File: src/rtl/vic_pkg.sv
package vic_pkg;
  // Word indices of the register port; byte address is index * 4.
  typedef enum logic [2:0] {
    IDX_MASK = 3'd0,
    IDX_RAW  = 3'd1,
    IDX_ENAB = 3'd2,
    IDX_NMI  = 3'd3,
    IDX_DIAG = 3'd4
  } reg_idx_e;
endpackage

File: src/rtl/vic_src.sv
module vic_src #(
  parameter int N_LINES   = 32,
  parameter int NMI_FIRST = 30
) (
  input  logic               clk,
  input  logic               rst,
  input  logic [N_LINES-1:0] irq_in,
  output logic [N_LINES-1:0] raw_d,
  output logic [N_LINES-1:0] nmi_d,
  output logic [N_LINES-1:0] raw_q,
  output logic [N_LINES-1:0] nmi_q
);
  // Line 0 has no pending bit.
  logic unused_line0;
  assign unused_line0 = irq_in[0];

  for (genvar i = 0; i < N_LINES; i++) begin : g_bit
    if (i < NMI_FIRST - 1) begin : g_norm
      assign raw_d[i] = irq_in[i+1];
    end else begin : g_none
      assign raw_d[i] = 1'b0;
    end
    if (i >= NMI_FIRST) begin : g_nmi
      assign nmi_d[i] = irq_in[i];
    end else begin : g_nonmi
      assign nmi_d[i] = 1'b0;
    end
  end

  always_ff @(posedge clk) begin
    if (rst) begin
      raw_q <= '0;
      nmi_q <= '0;
    end else begin
      raw_q <= raw_d;
      nmi_q <= nmi_d;
    end
  end
endmodule

File: src/rtl/vic_regs.sv
module vic_regs
  import vic_pkg::*;
#(
  parameter int DATA_W = 32,
  parameter int ADDR_W = 5
) (
  input  logic              clk,
  input  logic              rst,
  input  logic [ADDR_W-1:0] addr,
  input  logic              wr_en,
  input  logic [DATA_W-1:0] wr_data,
  input  logic              rd_en,
  input  logic [DATA_W-1:0] raw_q,
  input  logic [DATA_W-1:0] nmi_q,
  output logic [DATA_W-1:0] mask_d,
  output logic [DATA_W-1:0] mask_q,
  output logic [DATA_W-1:0] rd_data
);
  localparam int IDX_W = ADDR_W - 2;

  logic             aligned;
  logic [IDX_W-1:0] idx;
  logic             mask_hit;
  logic [DATA_W-1:0] rd_sel;

  assign aligned  = (addr[1:0] == 2'b00);
  assign idx      = addr[ADDR_W-1:2];
  assign mask_hit = wr_en && aligned && (idx == IDX_W'(IDX_MASK));
  assign mask_d   = mask_hit ? wr_data : mask_q;

  always_comb begin
    rd_sel = '0;
    if (aligned) begin
      case (idx)
        IDX_W'(IDX_MASK): rd_sel = mask_q;
        IDX_W'(IDX_RAW):  rd_sel = raw_q;
        IDX_W'(IDX_ENAB): rd_sel = raw_q & mask_q;
        IDX_W'(IDX_NMI):  rd_sel = nmi_q;
        default:          rd_sel = '0;
      endcase
    end
  end

  always_ff @(posedge clk) begin
    if (rst) begin
      mask_q  <= '0;
      rd_data <= '0;
    end else begin
      mask_q  <= mask_d;
      rd_data <= rd_en ? rd_sel : '0;
    end
  end
endmodule

File: src/rtl/vic_encode.sv
module vic_encode #(
  parameter int         N_LINES = 32,
  parameter int         VEC_W   = 8,
  parameter logic [7:0] VEC_MULTI = 8'h30,
  parameter logic [7:0] VEC_BASE  = 8'h31
) (
  input  logic [N_LINES-1:0] enab,
  output logic [VEC_W-1:0]   vec
);
  localparam int SCAN  = N_LINES - 1;
  localparam int CNT_W = $clog2(N_LINES + 1);

  logic [CNT_W-1:0] cnt;
  logic [VEC_W-1:0] first;
  logic             unused_top;
  assign unused_top = enab[N_LINES-1];

  always_comb begin
    cnt   = '0;
    first = '0;
    for (int i = SCAN - 1; i >= 0; i--) begin
      if (enab[i]) begin
        cnt   = cnt + 1'b1;
        first = VEC_W'(i);
      end
    end
    if (cnt == '0)      vec = '0;
    else if (cnt > 1)   vec = VEC_W'(VEC_MULTI);
    else                vec = VEC_W'(VEC_BASE) + first;
  end
endmodule

File: src/rtl/vic_ctrl.sv
module vic_ctrl #(
  parameter int         N_LINES   = 32,
  parameter int         ADDR_W    = 5,
  parameter int         VEC_W     = 8,
  parameter int         NMI_FIRST = 30,
  parameter logic [7:0] VEC_MULTI = 8'h30,
  parameter logic [7:0] VEC_BASE  = 8'h31
) (
  input  logic               clk,
  input  logic               rst,
  input  logic [N_LINES-1:0] irq_in,
  input  logic [ADDR_W-1:0]  addr,
  input  logic               wr_en,
  input  logic [N_LINES-1:0] wr_data,
  input  logic               rd_en,
  output logic [N_LINES-1:0] rd_data,
  output logic               irq_req,
  output logic [VEC_W-1:0]   irq_vec,
  output logic               nmi_req
);
  logic [N_LINES-1:0] raw_d, raw_q, nmi_d, nmi_q, mask_d, mask_q;
  logic [VEC_W-1:0]   vec_d;

  vic_src #(.N_LINES(N_LINES), .NMI_FIRST(NMI_FIRST)) u_src (
    .clk(clk), .rst(rst), .irq_in(irq_in),
    .raw_d(raw_d), .nmi_d(nmi_d), .raw_q(raw_q), .nmi_q(nmi_q)
  );

  vic_regs #(.DATA_W(N_LINES), .ADDR_W(ADDR_W)) u_regs (
    .clk(clk), .rst(rst), .addr(addr), .wr_en(wr_en), .wr_data(wr_data),
    .rd_en(rd_en), .raw_q(raw_q), .nmi_q(nmi_q),
    .mask_d(mask_d), .mask_q(mask_q), .rd_data(rd_data)
  );

  // Encode from next-state values so outputs land with the registers.
  vic_encode #(.N_LINES(N_LINES), .VEC_W(VEC_W),
               .VEC_MULTI(VEC_MULTI), .VEC_BASE(VEC_BASE)) u_enc (
    .enab(raw_d & mask_d), .vec(vec_d)
  );

  always_ff @(posedge clk) begin
    if (rst) begin
      irq_vec <= '0;
      irq_req <= 1'b0;
      nmi_req <= 1'b0;
    end else begin
      irq_vec <= vec_d;
      irq_req <= (vec_d != '0);
      nmi_req <= |nmi_d;
    end
  end
endmodule

File: config.mk
export PLATFORM = sky130hd
export DESIGN_NAME = vic_ctrl
export DESIGN_NICKNAME = d
export VERILOG_FILES = /design/src/rtl/vic_pkg.sv /design/src/rtl/vic_src.sv /design/src/rtl/vic_regs.sv /design/src/rtl/vic_encode.sv /design/src/rtl/vic_ctrl.sv
export SDC_FILE = /design/constraint.sdc
export NUM_CORES = 1
export LEC_CHECK = 0
export BUFFER_PORTS_ARGS = -buffer_cell sky130_fd_sc_hd__buf_2
export CAP_MARGIN = 20
export CORE_UTILIZATION = 55
export DETAILED_ROUTE_END_ITERATION = 8
export PLACE_DENSITY = 0.87
export SYNTH_ARGS = -nofsm -noshare
export SYNTH_HDL_FRONTEND = slang
export SYNTH_SLANG_ARGS = --single-unit
export TNS_END_PERCENT = 20
File: constraint.sdc
create_clock -name clk -period 21.7 [get_ports clk]
set_clock_uncertainty 0.05 [all_clocks]
set_input_delay 1.085 -clock clk [delete_from_list [all_inputs] [get_ports clk]]
set_output_delay 1.085 -clock clk [all_outputs]
set_load 0.02 [all_outputs]
# ---- Word-level counts from Yosys, hierarchy flattened
# Cells that the tools add are included.
dict set report classes {
  addsub 31
  mux 66
  order_cmp 1
  n_reduce_logical 8
  n_eq_ne 3
  n_bitwise 4
}
# cell n
set op_table {}
lappend op_table {{two-way mux 6 bit} 30}
lappend op_table {{adder 6 x 1 -> 6 bit, second input constant} 29}
lappend op_table {{two-way mux 5 bit} 31}
lappend op_table {{case mux 32 bit (4 select lines)} 1}
lappend op_table {{AND 32 bit} 1}
lappend op_table {{two-way mux 32 bit} 1}
lappend op_table {{AND 29 x 31 -> 31 bit} 1}
lappend op_table {{two-way mux 8 bit} 2}
lappend op_table {{nonzero test 8 bit} 1}
lappend op_table {{adder 6 x 5 -> 7 bit, first input constant} 1}
lappend op_table {{equality test 3 x 2 -> 1 bit, second input constant} 2}
lappend op_table {{> comparator 6 x 1 -> 1 bit, second input constant} 1}
lappend op_table {{zero test 6 bit} 1}
lappend op_table {{equality test 3 x 1 -> 1 bit, second input constant} 1}
lappend op_table {{zero test 3 bit} 1}
lappend op_table {{OR reduction 3 bit} 1}
lappend op_table {{adder 1 x 1 -> 2 bit, second input constant} 1}
lappend op_table {{logical AND 1 bit} 2}
lappend op_table {{zero test 2 bit} 1}
lappend op_table {{NOT 1 bit} 2}
lappend op_table {{OR reduction 2 bit} 1}
lappend op_table {{two-way mux 1 bit} 1}
dict set report word_totals {
  wordCells 122
  register_bits 138
  output_inout_bits 42
  input_bits 73
}

# ---- Longest topological paths before layout
dict set report depth {
  ltp_word 70
  depth_mapped 99
  ltp_nobuf 94
}

# ---- Cells and area by module
# A second synthesis with hierarchy kept.
dict set report hier_totals {
  cells_unflattened 1329
  hier_area_um2 11397.2
}
# module instances seq_area_each_um2 area_each_um2 cells_per_inst
set modules_own_cells {}
lappend modules_own_cells {vic_encode 1 0.0 5749.3 778}
lappend modules_own_cells {vic_regs 1 1281.2 3527.1 324}
lappend modules_own_cells {vic_src 1 620.6 1580.3 163}
lappend modules_own_cells {vic_ctrl 1 200.2 540.5 64}

# ---- Worst setup path before layout
# OpenSTA, ideal clock, no wires.
dict set report synth_path {
  kind {input port to flip-flop}
  startpoint {in addr[2]}
  endpoint {reg irq_vec[6]}
  required_time_ps 21579
  setup_time_ps 71
  path_stages 94
  slack_ps 3763
  t_arrival_ps 17816
  n_path_buf 6
  path_cell_list {buf_4 -> or3b_1 -> buf_6 -> nor2_8 -> buf_4 -> clkbuf_1 -> clkbuf_1 -> a21oi_1 -> nor2b_1 -> ha_1 -> inv_1 -> o311ai_0 -> xnor2_1 -> mux2_2 -> ha_1 -> a21oi_1 -> o32ai_4 -> xor2_1 -> [58 not listed] -> ha_1 -> nor2_1 -> a31oi_1 -> ha_1 -> nand2_1 -> nand2_1 -> or2_2 -> ha_1 -> mux2_2 -> ha_1 -> mux2_2 -> ha_1 -> xnor2_1 -> nor2_1 -> a22o_1 -> nor3b_1 -> nand4_2 -> a21oi_1}
}
dict set report synth_via {
  elab_chain_cells 68
  elab_cells_between_ends 101
  cone_classes {add/sub: 31; order compare: 1; mux: 65; bitwise: 1; reduce/logical: 3}
}
# element line_no
set synth_lines {}
lappend synth_lines {{start: declaration} vic_ctrl.sv:12} ;# input logic [ADDR_W-1:0] addr,
lappend synth_lines {{zero test 3 bit *} vic_regs.sv:28} ;# assign mask_hit = wr_en && aligned && (idx == IDX_W'(IDX_MASK));
lappend synth_lines {{logical AND 1 bit *} vic_regs.sv:28}
lappend synth_lines {{two-way mux 32 bit *} vic_regs.sv:29} ;# assign mask_d = mask_hit ? wr_data : mask_q;
lappend synth_lines {{AND 29 x 31 -> 31 bit *} vic_ctrl.sv:38} ;# .enab(raw_d & mask_d), .vec(vec_d)
lappend synth_lines {{two-way mux 1 bit} vic_encode.sv:22} ;# if (enab[i]) begin
lappend synth_lines {{adder 1 x 1 -> 2 bit} vic_encode.sv:23} ;# cnt = cnt + 1'b1;
lappend synth_lines {{two-way mux 6 bit} vic_encode.sv:22}
lappend synth_lines {{adder 6 x 1 -> 6 bit} vic_encode.sv:23}
lappend synth_lines {{[52 not listed]} n/a}
lappend synth_lines {{two-way mux 6 bit} vic_encode.sv:22}
lappend synth_lines {{adder 6 x 1 -> 6 bit} vic_encode.sv:23}
lappend synth_lines {{two-way mux 6 bit} vic_encode.sv:22}
lappend synth_lines {{adder 6 x 1 -> 6 bit} vic_encode.sv:23}
lappend synth_lines {{two-way mux 6 bit} vic_encode.sv:22}
lappend synth_lines {{> comparator 6 x 1 -> 1 bit} vic_encode.sv:28} ;# else if (cnt > 1) vec = VEC_W'(VEC_MULTI);
lappend synth_lines {{two-way mux 8 bit} vic_encode.sv:28}
lappend synth_lines {{two-way mux 8 bit *} vic_encode.sv:27} ;# if (cnt == '0) vec = '0;
lappend synth_lines {{end signal: assignment} vic_ctrl.sv:47} ;# irq_vec <= vec_d;
lappend synth_lines {{end: declaration} vic_ctrl.sv:18} ;# output logic [VEC_W-1:0] irq_vec,
# Every way passes the cells marked *; elsewhere a longest branch is shown, timed or not.
# A chain may end at the register's enable or synchronous reset.

# ---- Final worst setup path
dict set report layout_path {
  startpoint {in addr[3]}
  endpoint {reg irq_vec[1]}
}
# The elaborated chain is that of the path after synthesis.

==> summary.md <==
| Metric | Value |
|---|---|
| Vias in the first global route | `8299` |
| Synthesis warning total | `0` |
| Die Span X | `133 µm` |
| TritonCTS Buffers | `9` |
| DIE AREA | `17700 µm²` |
| Hold-fix buffers, CTS | `0` |
| Via density | `6.05` |
| Area grow syn2layout | `10.5%` |
| Cell Area, Synth | `9460 µm²` |
| Reg-to-reg slack, setup | `4.04 ns` |
| Min-Delay Path Depth | `2` |
| Worst setup margin | `1.97 ns` |
| Switch Pwr | `126 µW` |
| Place WS | `1.97 ns` |
| M2 GR Usage | `0.460` |
| Fin nets | `1375` |
| Seq/Total Area, Yosys | `0.220` |
| Worst reg2reg path depth | `88` |
| Final setup fails | `0` |
| Switch share | `0.281` |
| Status | `finished, final reports clean` |
| GR Layer Usage met3 | `0.0308` |
| Hold Path Sink | `u_regs.rd_data[29]` |
| Post-CTS Setup Inserts | `0` |
| DRC viols | `0` |
| Crit-path max FO | `37` |
| Worst setup SP type | `input pin` |
| # IOs | `115` |
| Mapped Cells | `1192` |
| Buf+Inv Stages, Crit Path | `5` |
| CTS tree | `yes` |
| Crit-path most repeated cell | `ha_1` |
| CP delay by family, top | `adder cells` |
| Antenna-violating nets left | `0` |
| Min-delay worst type | `register to register` |
| DRT Pass-1 Iters | `7` |
| Clk sinks | `104` |
| Overflow after GRT | `0` |
| Reg2Reg Capture Point | `irq_vec[1]` |
| HP Start | `u_regs.mask_q[29]` |
| WP data required | `21.93 ns` |
| Latest clock arrival within the worst-skew pair | `0.35 ns` |
| Period minus WS final | `19.73 ns` |
| Crit end category | `register` |
| Final Max Slew Viols | `0` |
| Largest net degree at the start of global routing | `69` |
| Final core occ | `0.626` |
| H-tree levels | `3` |
| Gate power share | `0.185` |
| Fin Setup TNS | `0 ns` |
| Synthesized flop and latch total | `104` |
| RSZ-0062 raised after global routing | `false` |
| GRT Util Overall | `0.277` |
| Seq pwr share | `0.442` |
| Peak supply drop | `0.0516 mV` |
| P_leak | `0.00441 µW` |
| Mapped Nets | `1297` |
| Worst hold margin | `0.427 ns` |
| Crit Path Category | `input pin to register` |
| PD cells | `42.8 nW/µm²` |
| Vias | `9063` |
| # resized after CTS | `0` |
| Worst Setup SP | `addr[3]` |
| Clk buf depth | `2` |
| CTS root buf | `clkbuf_16` |
| Met1 Track Usage GR | `0.372` |
| Number of enable flip-flop cells after synthesis | `0` |
| Critical R2R Launch | `u_regs.mask_q[27]` |
| Num rows | `47` |
| Iteration-0 DRC Markers | `840` |
| Initial antenna violation count | `3` |
| Peak Freq | `0.0507 GHz` |
| Clock power share | `0.373` |
| Die Height | `133 µm` |
| FFs w/ async S/R, synth | `0` |
| Share of layout cells above drive strength 1 | `0.165` |
| Gr busiest metal | `met2` |
| Max-cap violations | `0` |
| Initial Util | `0.566` |
| Crit share post-route | `0.909` |
| Total Power | `448 µW` |
| Fillers | `1375` |
| Routed WL | `25000 µm` |
| Synth Area per Inst | `7.94 µm²` |
| Critical path data arrival time | `19.96 ns` |
| Final Wtd Congestion | `0.895` |
| Detail Placement HPWL | `18700 µm` |
| Internal power | `322 µW` |
| Primary FF master, synth | `dfxtp_1` |
| Synth unique cells | `104` |
| Worst Tran Pin Value | `0.908 ns` |
| CP peak stage delay | `0.56 ns` |
| Buffers on Ports | `112` |
| Slew HR | `0.391` |
| Final Hold Vio Count | `0` |
| Worst-path clk slew | `0.07 ns` |
| Area of the core | `16700 µm²` |
| CP max-delay cell | `a221oi_1` |
| WL/cell | `16.7 µm` |
| Wire length of the first global-routing pass | `40200 µm` |
## routing by layer
| layer | routed length [µm] | vias up |
|---|---|---|
| met5 | 0 | - |
| met4 | 597 | 0 |
| met3 | 1740 | 43 |
| met2 | 11600 | 349 |
| met1 | 11000 | 4263 |
| li1 | - | 4408 |
## synth_stat cells (all sizes together), types with 13 or more instances
master,number,area [µm²]
and2,18,113
clkbuf,37,139
xor2,37,369
dfxtp,104,2080
a21oi,68,344
nand2,156,596
nand3,50,250
nor2,116,462
xnor2,86,825
nor3,25,151
buf,20,119
nand4,17,113
o21ai,48,248
inv,25,93.8
a211oi,13,97.6
o22a,29,254
nor2b,45,282
ha,32,400
mux2i,59,591
## power groups by stage
| stage | Sequential [µW] | Combinational [µW] | Clock, µW |
|---|---|---|---|
| 2_1_floorplan | 204 | 56.9 | 0 |
| 3_3_place_gp | 202 | 78.4 | 0 |
| 3_5_place_dp | 202 | 80.7 | 0 |
| 4_1_cts | 198 | 81.5 | 167 |
| 5_1_grt | 198 | 90.0 | 174 |
| 6_report | 198 | 82.7 | 167 |
## stage by stage
stage	cell area, µm²	std cells
after floorplan	9460	1192
after global placement	10100	1478
after detailed placement	10100	1478
after CTS	10400	1494
after global routing	10500	1498
final	10500	1498
## area by class of cell
type	instances	area [µm²]	area share
clock buffer	9	225	0.0215
timing repair buffer	124	651	0.0623
clock inverter	7	83.8	0.00802
tap	220	275	0.0263
inverter	25	93.8	0.00898
sequential	104	2080	0.199
multi-input combinational	1006	7030	0.673
antenna	3	7.51	0.000718
## worst min-delay path: stages, from the launching register on
cell and delay, ns:
dfxtp_1 0.33, nand2_1 0.07, nor2_1 0.04
## cell usage in the layout (no fill, tap or decap), types with 29 or more instances in the layout
| cell type | n |
|---|---|
| nand2_1 | 154 |
| o22a_1 | 29 |
| xor2_1 | 31 |
| ha_1 | 32 |
| buf_2 | 112 |
| mux2i_1 | 59 |
| xnor2_1 | 78 |
| o21ai_0 | 38 |
| dfxtp_1 | 104 |
| nor2_1 | 113 |
| nand3_1 | 50 |
| nor2b_1 | 45 |
| a21oi_1 | 67 |
## how the worst max path moves through the flow
stage                             to  depth (start not counted)
after floorplan           irq_vec[6]                         94
after global placement    irq_vec[6]                         90
after detailed placement  irq_vec[1]                         92
after CTS                 irq_vec[1]                         92
after global routing      irq_vec[6]                         93
final                     irq_vec[1]                         92
## sequential cells by signal (all words and copies together), names as in the netlist
signal / flops
irq_vec: 7
nmi_req: 1
u_src.raw_q: 29
irq_req: 1
u_src.nmi_q: 2
u_regs.mask_q: 32
u_regs.rd_data: 32
## cell families (layout without fill, tap and decap cells)
group           count (synthesis)  in the layout  share of synthesized area
flops                         104            104                      0.220
fa+ha+maj                      34             34                     0.0444
xor+xnor                      138            138                      0.163
other cells                     1              4                   0.000396
compound gates                266            266                      0.197
mux                            70             70                     0.0755
buf+inv                        82            165                     0.0372
simple gates                  497            497                      0.263
(Power assumes the default switching activity.)
